**src/rtl/stkx_pkg.sv**
```systemverilog
package stkx_pkg;

  typedef enum logic {
    DIR_PUSH = 1'b0,
    DIR_PULL = 1'b1
  } stk_dir_e;

  // Size operand to byte count: 0 and 1 give one byte, values at or above
  // the maximum give the maximum.
  function automatic int unsigned clamp_count(input int unsigned size,
                                              input int unsigned max_bytes);
    if (size <= 1) return 1;
    if (size >= max_bytes) return max_bytes;
    return size;
  endfunction

endpackage

```
**src/rtl/stkx_ptr_regs.sv**
```systemverilog
module stkx_ptr_regs #(
  parameter int SP_W   = 16,
  parameter int BANK_W = 8,
  localparam int ADDR_W = SP_W + BANK_W
) (
  input  logic              clk,
  input  logic              rst_n,
  input  logic              cfg_load,
  input  logic [SP_W-1:0]   cfg_sp,
  input  logic [BANK_W-1:0] cfg_bank,
  input  logic              step_dn,
  input  logic              step_up,
  input  logic              busy,
  output logic [SP_W-1:0]   sp_q,
  output logic [BANK_W-1:0] bank_q,
  output logic [ADDR_W-1:0] addr_cur,
  output logic [ADDR_W-1:0] addr_next
);

  function automatic logic [SP_W-1:0] ptr_inc(input logic [SP_W-1:0] p);
    return p + 1'b1;
  endfunction

  function automatic logic [SP_W-1:0] ptr_dec(input logic [SP_W-1:0] p);
    return p - 1'b1;
  endfunction

  function automatic logic [ADDR_W-1:0] form_addr(input logic [BANK_W-1:0] b,
                                                  input logic [SP_W-1:0] p);
    return {b, p};
  endfunction

  logic [SP_W-1:0] sp_up;

  assign sp_up     = ptr_inc(sp_q);
  assign addr_cur  = form_addr(bank_q, sp_q);
  assign addr_next = form_addr(bank_q, sp_up);

  always_ff @(posedge clk or negedge rst_n) begin
    if (!rst_n) begin
      sp_q   <= '0;
      bank_q <= '0;
    end else if (cfg_load) begin
      sp_q   <= cfg_sp;
      bank_q <= cfg_bank;
    end else if (step_dn) begin
      sp_q <= ptr_dec(sp_q);
    end else if (step_up) begin
      sp_q <= sp_up;
    end
  end

  // a transfer never touches the bank
  assert_bank_hold_R6: assert property (@(posedge clk) disable iff (!rst_n)
    busy |=> bank_q == $past(bank_q));

  // a load never coincides with a byte step
  assert_cfg_idle_R8: assert property (@(posedge clk) disable iff (!rst_n)
    cfg_load |-> !(step_dn || step_up));

endmodule

```
**src/rtl/stkx_seq.sv**
```systemverilog
module stkx_seq #(
  parameter int SIZE_W    = 8,
  parameter int MAX_BYTES = 8,
  localparam int IDX_W = (MAX_BYTES > 1) ? $clog2(MAX_BYTES) : 1,
  localparam int CNT_W = $clog2(MAX_BYTES + 1)
) (
  input  logic              clk,
  input  logic              rst_n,
  input  logic              accept,
  input  logic              cmd_pull,
  input  logic [SIZE_W-1:0] cmd_size,
  output logic              busy,
  output logic              is_pull,
  output logic [IDX_W-1:0]  byte_idx,
  output logic              wr_stb,
  output logic              rd_stb,
  output logic              last_byte,
  output logic              done
);
  import stkx_pkg::*;

  logic [CNT_W-1:0] left_q;
  logic [IDX_W-1:0] idx_q;
  stk_dir_e         dir_q;
  logic             done_q;
  logic [CNT_W-1:0] count_new;
  int unsigned      count_int;

  always_comb begin
    count_int = clamp_count(int'(cmd_size), MAX_BYTES);
    count_new = CNT_W'(count_int);
  end

  assign busy      = (left_q != '0);
  assign is_pull   = (dir_q == DIR_PULL);
  assign byte_idx  = idx_q;
  assign wr_stb    = busy && !is_pull;
  assign rd_stb    = busy && is_pull;
  assign last_byte = (left_q == CNT_W'(1));
  assign done      = done_q;

  always_ff @(posedge clk or negedge rst_n) begin
    if (!rst_n) begin
      left_q <= '0;
      idx_q  <= '0;
      dir_q  <= DIR_PUSH;
      done_q <= 1'b0;
    end else begin
      done_q <= rd_stb && last_byte;
      if (accept) begin
        left_q <= count_new;
        dir_q  <= cmd_pull ? DIR_PULL : DIR_PUSH;
        idx_q  <= cmd_pull ? '0 : IDX_W'(count_int - 1);
      end else if (busy) begin
        left_q <= left_q - 1'b1;
        idx_q  <= is_pull ? idx_q + 1'b1 : idx_q - 1'b1;
      end
    end
  end

  // an accepted command always loads a count inside 1..MAX_BYTES
  assert_count_range_R2: assert property (@(posedge clk) disable iff (!rst_n)
    accept |=> (left_q >= CNT_W'(1)) && (left_q <= CNT_W'(MAX_BYTES)));

  // no command is taken while a transfer runs
  assert_no_accept_busy_R7: assert property (@(posedge clk) disable iff (!rst_n)
    busy |-> !accept);

  // the done strobe is a single cycle and comes after the engine idles
  assert_done_pulse_R5: assert property (@(posedge clk) disable iff (!rst_n)
    done |=> !done);

endmodule

```
**src/rtl/stkx_pack.sv**
```systemverilog
module stkx_pack #(
  parameter int MAX_BYTES = 8,
  localparam int DATA_W = 8 * MAX_BYTES,
  localparam int IDX_W  = (MAX_BYTES > 1) ? $clog2(MAX_BYTES) : 1
) (
  input  logic              clk,
  input  logic              rst_n,
  input  logic              accept,
  input  logic              cmd_pull,
  input  logic [DATA_W-1:0] cmd_data,
  input  logic [IDX_W-1:0]  byte_idx,
  input  logic              rd_stb,
  input  logic              last_byte,
  input  logic [7:0]        rd_byte,
  output logic [7:0]        wr_byte,
  output logic [DATA_W-1:0] result
);

  function automatic logic [7:0] pick_byte(input logic [DATA_W-1:0] d,
                                           input logic [IDX_W-1:0] i);
    return d[int'(i)*8 +: 8];
  endfunction

  function automatic logic [DATA_W-1:0] put_byte(input logic [DATA_W-1:0] d,
                                                 input logic [IDX_W-1:0] i,
                                                 input logic [7:0] b);
    logic [DATA_W-1:0] r;
    r = d;
    r[int'(i)*8 +: 8] = b;
    return r;
  endfunction

  logic [DATA_W-1:0] src_q;
  logic [DATA_W-1:0] shadow_q;
  logic [DATA_W-1:0] result_q;
  logic [DATA_W-1:0] merged;

  assign wr_byte = pick_byte(src_q, byte_idx);
  assign merged  = put_byte(shadow_q, byte_idx, rd_byte);
  assign result  = result_q;

  always_ff @(posedge clk or negedge rst_n) begin
    if (!rst_n) begin
      src_q    <= '0;
      shadow_q <= '0;
      result_q <= '0;
    end else begin
      if (accept) begin
        src_q <= cmd_pull ? '0 : cmd_data;
        if (cmd_pull) shadow_q <= '0;
      end else if (rd_stb) begin
        shadow_q <= merged;
        if (last_byte) result_q <= merged;
      end
    end
  end

  // a fresh pull starts from an all-zero assembly
  assert_shadow_clear_R5: assert property (@(posedge clk) disable iff (!rst_n)
    (accept && cmd_pull) |=> shadow_q == '0);

endmodule

```
**src/rtl/stack_xfer_engine.sv**
```systemverilog
module stack_xfer_engine #(
  parameter int SP_W      = 16,
  parameter int BANK_W    = 8,
  parameter int SIZE_W    = 8,
  parameter int MAX_BYTES = 8,
  localparam int ADDR_W = SP_W + BANK_W,
  localparam int DATA_W = 8 * MAX_BYTES,
  localparam int IDX_W  = (MAX_BYTES > 1) ? $clog2(MAX_BYTES) : 1
) (
  input  logic              clk,
  input  logic              rst_n,
  input  logic              cmd_valid,
  input  logic              cmd_pull,
  input  logic [SIZE_W-1:0] cmd_size,
  input  logic [DATA_W-1:0] cmd_data,
  output logic              busy,
  input  logic              cfg_we,
  input  logic [SP_W-1:0]   cfg_sp,
  input  logic [BANK_W-1:0] cfg_bank,
  output logic [SP_W-1:0]   sp,
  output logic [BANK_W-1:0] bank,
  output logic [ADDR_W-1:0] mem_addr,
  output logic              mem_we,
  output logic              mem_re,
  output logic [7:0]        mem_wdata,
  input  logic [7:0]        mem_rdata,
  output logic [DATA_W-1:0] pull_data,
  output logic              pull_done
);

  logic             accept;
  logic             cfg_load;
  logic             is_pull;
  logic [IDX_W-1:0] byte_idx;
  logic             wr_stb;
  logic             rd_stb;
  logic             last_byte;
  logic [ADDR_W-1:0] addr_cur;
  logic [ADDR_W-1:0] addr_next;

  assign accept   = cmd_valid && !busy;
  assign cfg_load = cfg_we && !busy;

  stkx_seq #(.SIZE_W(SIZE_W), .MAX_BYTES(MAX_BYTES)) u_seq (
    .clk(clk), .rst_n(rst_n), .accept(accept), .cmd_pull(cmd_pull),
    .cmd_size(cmd_size), .busy(busy), .is_pull(is_pull), .byte_idx(byte_idx),
    .wr_stb(wr_stb), .rd_stb(rd_stb), .last_byte(last_byte), .done(pull_done)
  );

  stkx_ptr_regs #(.SP_W(SP_W), .BANK_W(BANK_W)) u_ptr (
    .clk(clk), .rst_n(rst_n), .cfg_load(cfg_load), .cfg_sp(cfg_sp),
    .cfg_bank(cfg_bank), .step_dn(wr_stb), .step_up(rd_stb), .busy(busy),
    .sp_q(sp), .bank_q(bank), .addr_cur(addr_cur), .addr_next(addr_next)
  );

  stkx_pack #(.MAX_BYTES(MAX_BYTES)) u_pack (
    .clk(clk), .rst_n(rst_n), .accept(accept), .cmd_pull(cmd_pull),
    .cmd_data(cmd_data), .byte_idx(byte_idx), .rd_stb(rd_stb),
    .last_byte(last_byte), .rd_byte(mem_rdata), .wr_byte(mem_wdata),
    .result(pull_data)
  );

  // A pull reads at the raised pointer; a push writes at the current one.
  assign mem_addr = is_pull ? addr_next : addr_cur;
  assign mem_we   = wr_stb;
  assign mem_re   = rd_stb;

  // after each write the pointer is one below the address just written
  assert_push_step_R3: assert property (@(posedge clk) disable iff (!rst_n)
    mem_we |=> sp == SP_W'($past(mem_addr[SP_W-1:0]) - 1'b1));

  // after each read the pointer equals the address just read
  assert_pull_step_R4: assert property (@(posedge clk) disable iff (!rst_n)
    mem_re |=> sp == $past(mem_addr[SP_W-1:0]));

  // the upper address field always carries the bank
  assert_bank_field_R1: assert property (@(posedge clk) disable iff (!rst_n)
    (mem_we || mem_re) |-> mem_addr[ADDR_W-1:SP_W] == bank);

  // strobes only while busy, never both at once
  assert_strobe_busy_R7: assert property (@(posedge clk) disable iff (!rst_n)
    $onehot0({mem_we, mem_re}) && ((mem_we || mem_re) == busy));

  // the result is announced only once the engine is idle again
  assert_done_idle_R5: assert property (@(posedge clk) disable iff (!rst_n)
    pull_done |-> !busy);

endmodule

```
**config.mk**
```make
export PLATFORM = sky130hd
export DESIGN_NAME = stack_xfer_engine
export DESIGN_NICKNAME = d
export VERILOG_FILES = /design/src/rtl/stkx_pkg.sv /design/src/rtl/stkx_ptr_regs.sv /design/src/rtl/stkx_seq.sv /design/src/rtl/stkx_pack.sv /design/src/rtl/stack_xfer_engine.sv
export SDC_FILE = /design/constraint.sdc
export NUM_CORES = 1
export LEC_CHECK = 0
export CAP_MARGIN = 20
export CELL_PAD_IN_SITES_DETAIL_PLACEMENT = 0
export CELL_PAD_IN_SITES_GLOBAL_PLACEMENT = 1
export CORE_ASPECT_RATIO = 2
export CORE_MARGIN = 3
export CORE_UTILIZATION = 25
export DETAILED_ROUTE_END_ITERATION = 8
export PLACE_DENSITY_LB_ADDON = 0.1
export SYNTH_ARGS = -nofsm -noshare
export SYNTH_HDL_FRONTEND = slang
export SYNTH_SLANG_ARGS = --single-unit
```
**constraint.sdc**
```tcl
create_clock -name clk -period 3.47 [get_ports clk]
set_clock_uncertainty 0.2 [all_clocks]
set_input_delay 0.5205 -clock clk [delete_from_list [all_inputs] [get_ports clk]]
set_output_delay 0.5205 -clock clk [all_outputs]
set_load 0.01 [all_outputs]
```
Yosys cells after proc, flatten, opt, wreduce, memory -nomap -nowiden
Index checks and enable logic that the tools add are counted.

cells by class
  bitwise operators = 1
  $lt $le $gt $ge = 2
  shift operators = 3
  div/mod/pow operators = 0
  $add $sub $neg = 7
  multiply operators = 0
  mux-type cells = 23
  reduce and logical (&&, ||, !) cells = 13
  equal/unequal tests = 2

operators by type and width
  cell                     count
  $mux 64                  4
  $bwmux 64                1
  $mux 16                  4
  $shift 8x33->64 const A  1
  $shiftx 64x7->8          1
  $shiftx 8x33->64         1
  $neg 6->33               1
  $mux 4                   5
  $add 16x1->16 const B    1
  $sub 16x1->16 const B    1
  $mux 3                   4
  $ge 8x4->1 const B       1
  $le 8x1->1 const B       1
  $sub 3x1->3 const B      2
  $logic_and 1x1->1        5
  $mux 1                   5
  $eq 4x1->1 const B       1
  $reduce_bool 2->1        2
  $reduce_bool 4->1        1
  $sub 4x1->4 const B      1
  $add 3x1->3 const B      1
  $reduce_and 3->1         1
  $reduce_bool 3->1        1
  $logic_not 1->1          2
  3 further kinds          3

storage, ports and cells
  memory bits (writable) = 0
  input port bits = 109
  logic and storage cells = 60
  output and inout bits = 124
  register bits = 225
  bits in latches = 0
  ROM bits = 0
  memories kept = 0

Logic depth before layout (Yosys ltp)
  word-level depth = 8
  depth in mapped cells = 12
  mapped depth without buffers = 9

Cells and area by module
From an unflattened synthesis, not the netlist that was laid out.

second synthesis, totals
  cells, all modules = 1173
  area, all modules = 11812.6 sq um

modules (own cells, without submodules)
  module             area each (sq um)  cells an instance  sequential area each (sq um)  instances
  stkx_pack          8798.4             844                4804.6                        1
  stkx_ptr_regs      2010.7             239                600.6                         1
  stkx_seq           594.3              61                 225.2                         1
  stack_xfer_engine  409.1              29                 0.0                           1

Worst setup path before layout
No wires, ideal clock.

  path type = reg-to-reg
  start point = register u_seq.idx_q[0] (netlist: u_seq.byte_idx[0])
  end point = register u_pack.shadow_q[32]
  period minus slack after synthesis = 3.217 ns
  setup time = 0.121 ns
  cell stages (with the launch flop) = 13
  setup slack = 0.253 ns
  data required time = 3.149 ns
  arrival time = 2.896 ns
  buffers on the path = 4
  cell sequence = dfrtp_1 buf_2 buf_2 buf_2 inv_1 ha_1 ha_1 nor4b_1 o21ai_1 buf_2 nor2_2 nor2_1 a22o_1

between the ends
  longest elaborated chain between the ends = 5
  elaborated cells on any way between the ends = 6
  those cells by class = add/sub (1); shift (2); mux (3)

ends and longest elaborated chain
  item                                                 line             source
  start, declared                                      stkx_seq.sv:23   logic [IDX_W-1:0] idx_q;
  start signal, assigned                               stkx_seq.sv:53   idx_q <= cmd_pull ? '0 : IDX_W'(count_int - 1);
  start signal, assigned                               stkx_seq.sv:56   idx_q <= is_pull ? idx_q + 1'b1 : idx_q - 1'b1;
  $neg 6->33 *                                         stkx_pack.sv:29  r[int'(i)*8 +: 8] = b;
  $shiftx 8x33->64 or $shift 8x33->64 (tied branches)  stkx_pack.sv:29
  $bwmux 64 *                                          stkx_pack.sv:29
  $mux 64 *                                            stkx_pack.sv:51  end else if (rd_stb) begin
  $mux 64 *                                            stkx_pack.sv:48  if (accept) begin
  end signal, assigned                                 stkx_pack.sv:52  shadow_q <= merged;
  end, declared                                        stkx_pack.sv:34  logic [DATA_W-1:0] shadow_q;

Mark *: on every way between the ends. The rest lies on a longest branch, timed or not. The select of a mux whose other input is x is not followed.
A chain may end at the register's enable or synchronous reset.

Worst setup path after layout
  start point = register u_ptr.sp_q[7]
  end point = output port mem_addr[15]

between the ends
  longest elaborated chain between the ends = 2

ends and longest elaborated chain
  item                    line                     source
  start, declared         stkx_ptr_regs.sv:14      output logic [SP_W-1:0] sp_q,
  start signal, assigned  stkx_ptr_regs.sv:44      sp_q <= cfg_sp;
  start signal, assigned  stkx_ptr_regs.sv:47      sp_q <= ptr_dec(sp_q);
  start signal, assigned  stkx_ptr_regs.sv:49      sp_q <= sp_up;
  $add 16x1->16           stkx_ptr_regs.sv:21      return p + 1'b1;
  $mux 16                 stack_xfer_engine.sv:64  assign mem_addr = is_pull ? addr_next : addr_cur;
  end, declared           stack_xfer_engine.sv:22  output logic [ADDR_W-1:0] mem_addr,

No other way between the ends.

==> flow_summary.toml <==
[global_route]
grt_pass1_wl_um = 60200
grt.overflow.total = 0
use_met2 = 0.320
grtUsageMet3 = 0.0241
grt_use_total = 0.163
grt_pass1_vias = 9683
use_met1 = 0.179
antenna_found_initial = 1
top_usage_layer = "met2"
grt_max_degree = 97

[timing]
min_period_over_period = 0.967
rsz0062_at_grt = "no"
hold_viol_final = 0
worst_slew_pin_slew_ns = 0.885
holdWs_ns = 0.275
slew_viol_final = 0
min_period_ns = 3.36
finalSetupTns_ns = 0
max_freq_mhz = 298
setup_viol = 0
slew-limit-headroom = 0.410

[power]
power_frac_comb = 0.455
p_sw_frac = 0.380
vdd_drop_max_mv = 0.285
seq_power_share = 0.339
power_density_nw_per_um2 = 909
p_clk_frac = 0.206
power.internal_mw = 8.54
p_switching_mw = 5.25
leakage_nw = 6.44

[worst_setup_path]
crit_type = "register to output port"
crit_path_max_fanout = 13
arrival_ns = 2.64
crit_required_ns = 2.75
cp_top_family = "buffers and inverters"
cp_slowest_cell = "clkdlybuf4s50_1"
cpPeakStageDelay_ns = 0.56
setup.worst_path.end_class = "output port"
crit_path_start_kind = "register"
path_cells = "nand4_1 -> nor4b_2 -> buf_4 -> xor2_1 -> clkdlybuf4s50_1"
crit_buf_inv = 2

[logic_synthesis]
ys.flop_type = "dfrtp_1"
yosysWarnings = 0
ys_types = 69
avgSynthCellArea_um2 = 9.29
ys_ff_latch = 225
synth-edff-count = 0
async_reset_ff_frac = 1.00
synth_cells = 1218
seq_area_frac_synth = 0.497
syn_nets = 1339
synth_area_um2 = 11300

[floorplanning]
die_h_um = 307
ios = 233
num_rows = 109
core_area_um2 = 44500
initial_core_util = 0.255
dieArea_um2 = 48000
die_w_um = 156

[routing]
antenna_left = 0
drc = 0
drtIter0Drc = 443
routed_via_density = 4.69
firstDrtPassIters = 5
wl_per_cell_um = 19.7
routed_wl_um = 39300
num_vias = 9366

[cts]
clock_sinks = 225
clockBufferDepth = 3
clk_pin_slew_ns = 0.06
cts_made_buffers = 25
cts-root-buf = "clkbuf_16"
htreeDepth = 1
cts_tree = "yes"
worstSkewPairLatency_ns = 0.54

[finish]
num-nets-final = 1546
syn2layout_area_growth_pct = 33.9
final_common_cell = "clkdlybuf4s50_1"
mostFrequentLayoutCells = "clkdlybuf4s50_1 (230), nand2_1 (214), dfrtp_1 (214)"
multi_input_area_um2 = 5110
seq_area_um2 = 5650
final_area_um2 = 15200
antenna_cells = 0
nFillCells = 4646
drive_gt1_frac = 0.103

[place]
placed_cell_area_um2 = 14200
hpwl_um = 29200
numPortBuffers = 232
gp_congestion = 0.792

[hold_path]
hp-class = "register to register"

[run]
drv_cap = 0

[status]
status = "finished, final reports clean"
-- worst paths after layout --
| kind | slack, ns | to | depth (start not counted) | startpoint |
|---|---|---|---|---|
| worst min-delay path | 0.27 | u_pack.result[5] | 2 | u_pack.result[5] |
| min in group asynchronous | 0.37 | u_pack.result[1] | 2 | rst_n |
| max in group asynchronous | 1.86 | u_pack.result[13] | 3 | rst_n |
| worst max-delay path | 0.11 | mem_addr[15] | 5 | u_ptr.sp_q[7] |
| worst max register to register | 0.58 | u_pack.shadow_q[32] | 9 | u_seq.byte_idx[0] |
| worst min register to register | 0.27 | u_pack.result[5] | 2 | u_pack.result[5] |
-- cell families (layout without fill, tap and decap cells) --
kind of cell | count (synthesis) | after routing | share of synthesized area
simple gates | 493 | 493 | 0.211
xor+xnor | 22 | 22 | 0.0170
buf+inv | 127 | 352 | 0.0532
fa+ha+maj | 12 | 12 | 0.0139
flops | 225 | 225 | 0.497
mux | 44 | 44 | 0.0567
compound gates | 295 | 295 | 0.150
-- worst reg2reg max path, stage by stage, from the launching register on --
cell and delay (ns):
dfrtp_4 0.45, buf_4 0.19, inv_1 0.08, ha_1 0.20
ha_1 0.41, nor4b_1 0.25, o21ai_1 0.21, nor2_2 0.35
nor2_1 0.22, a22o_1 0.23
-- per-layer routing --
metal	vias up	share of wire
li1	4624	-
met2	226	0.56
met1	4472	0.37
met3	42	0.042
met5	-	0.00033
met4	2	0.019
-- metrics by stage --
stage	instances	power [mW]	setup WS [ns]	util
5_1_grt	1998	14.9	0.000994	0.341
2_1_floorplan	1218	8.06	0.253	-
3_3_place_gp	1939	11.0	0.382	0.318
3_5_place_dp	1939	11.0	0.378	0.318
6_report	1998	13.8	0.114	0.341
4_1_cts	1985	14.0	0.0188	0.339
-- registers in the layout, summed over array words and instances, names as in the netlist --
register / count
u_seq.is_pull: 1
u_pack.result: 64
u_ptr.bank_q: 8
u_pack.src_q: 64
u_ptr.sp_q: 16
u_seq.done: 1
u_seq.byte_idx: 3
u_pack.shadow_q: 64
u_seq.left_q: 4
-- cell usage after synthesis (4+ instances only) --
library cell	n	share of area
clkbuf_8	5	0.0061
mux2i_1	27	0.024
nand3_1	76	0.034
dfrtp_1	225	0.50
o31a_1	4	0.0031
a31oi_1	35	0.019
a21oi_1	35	0.015
inv_1	20	0.0066
o21ai_1	8	0.0035
a22o_1	18	0.014
buf_1	5	0.0017
or3_1	4	0.0022
nor4_1	10	0.0055
nor3b_2	4	0.0044
buf_2	21	0.0093
a211oi_1	4	0.0027
nor3_1	14	0.0062
mux4_2	16	0.032
o21ai_0	165	0.073
and3_1	6	0.0033
nor2_1	48	0.016
xnor2_1	14	0.011
nand2_1	215	0.071
nand4_1	5	0.0028
clkbuf_1	61	0.020
nand2b_1	82	0.045
xor2_1	8	0.0062
buf_4	9	0.0060
ha_1	11	0.012
-- power groups by stage --
stage	Combinational (mW)	Clock, mW	Sequential, mW
after floorplan	3.41	0	4.65
after global placement	6.23	0	4.76
after detailed placement	6.26	0	4.78
after CTS	6.30	2.96	4.76
after global routing	7.00	3.05	4.85
final	6.28	2.84	4.67
-- area by class of cell --
type | count | area share
clock buffer | 35 | 0.0457
clock inverter | 10 | 0.0106
inverter | 24 | 0.00594
multi-input combinational | 866 | 0.337
sequential | 225 | 0.372
tap | 555 | 0.0458
timing repair buffer | 283 | 0.182
-- what timing repair did --
action,in CTS,in global routing
hold buffers,1,0
cloned,0,0
pin swaps,2,5
resized for setup,14,3
endpoints found under the hold margin,83,0
buffers inserted,0,13
endpoints found under the setup margin,13,7
Power figures use the tool's default switching activity.
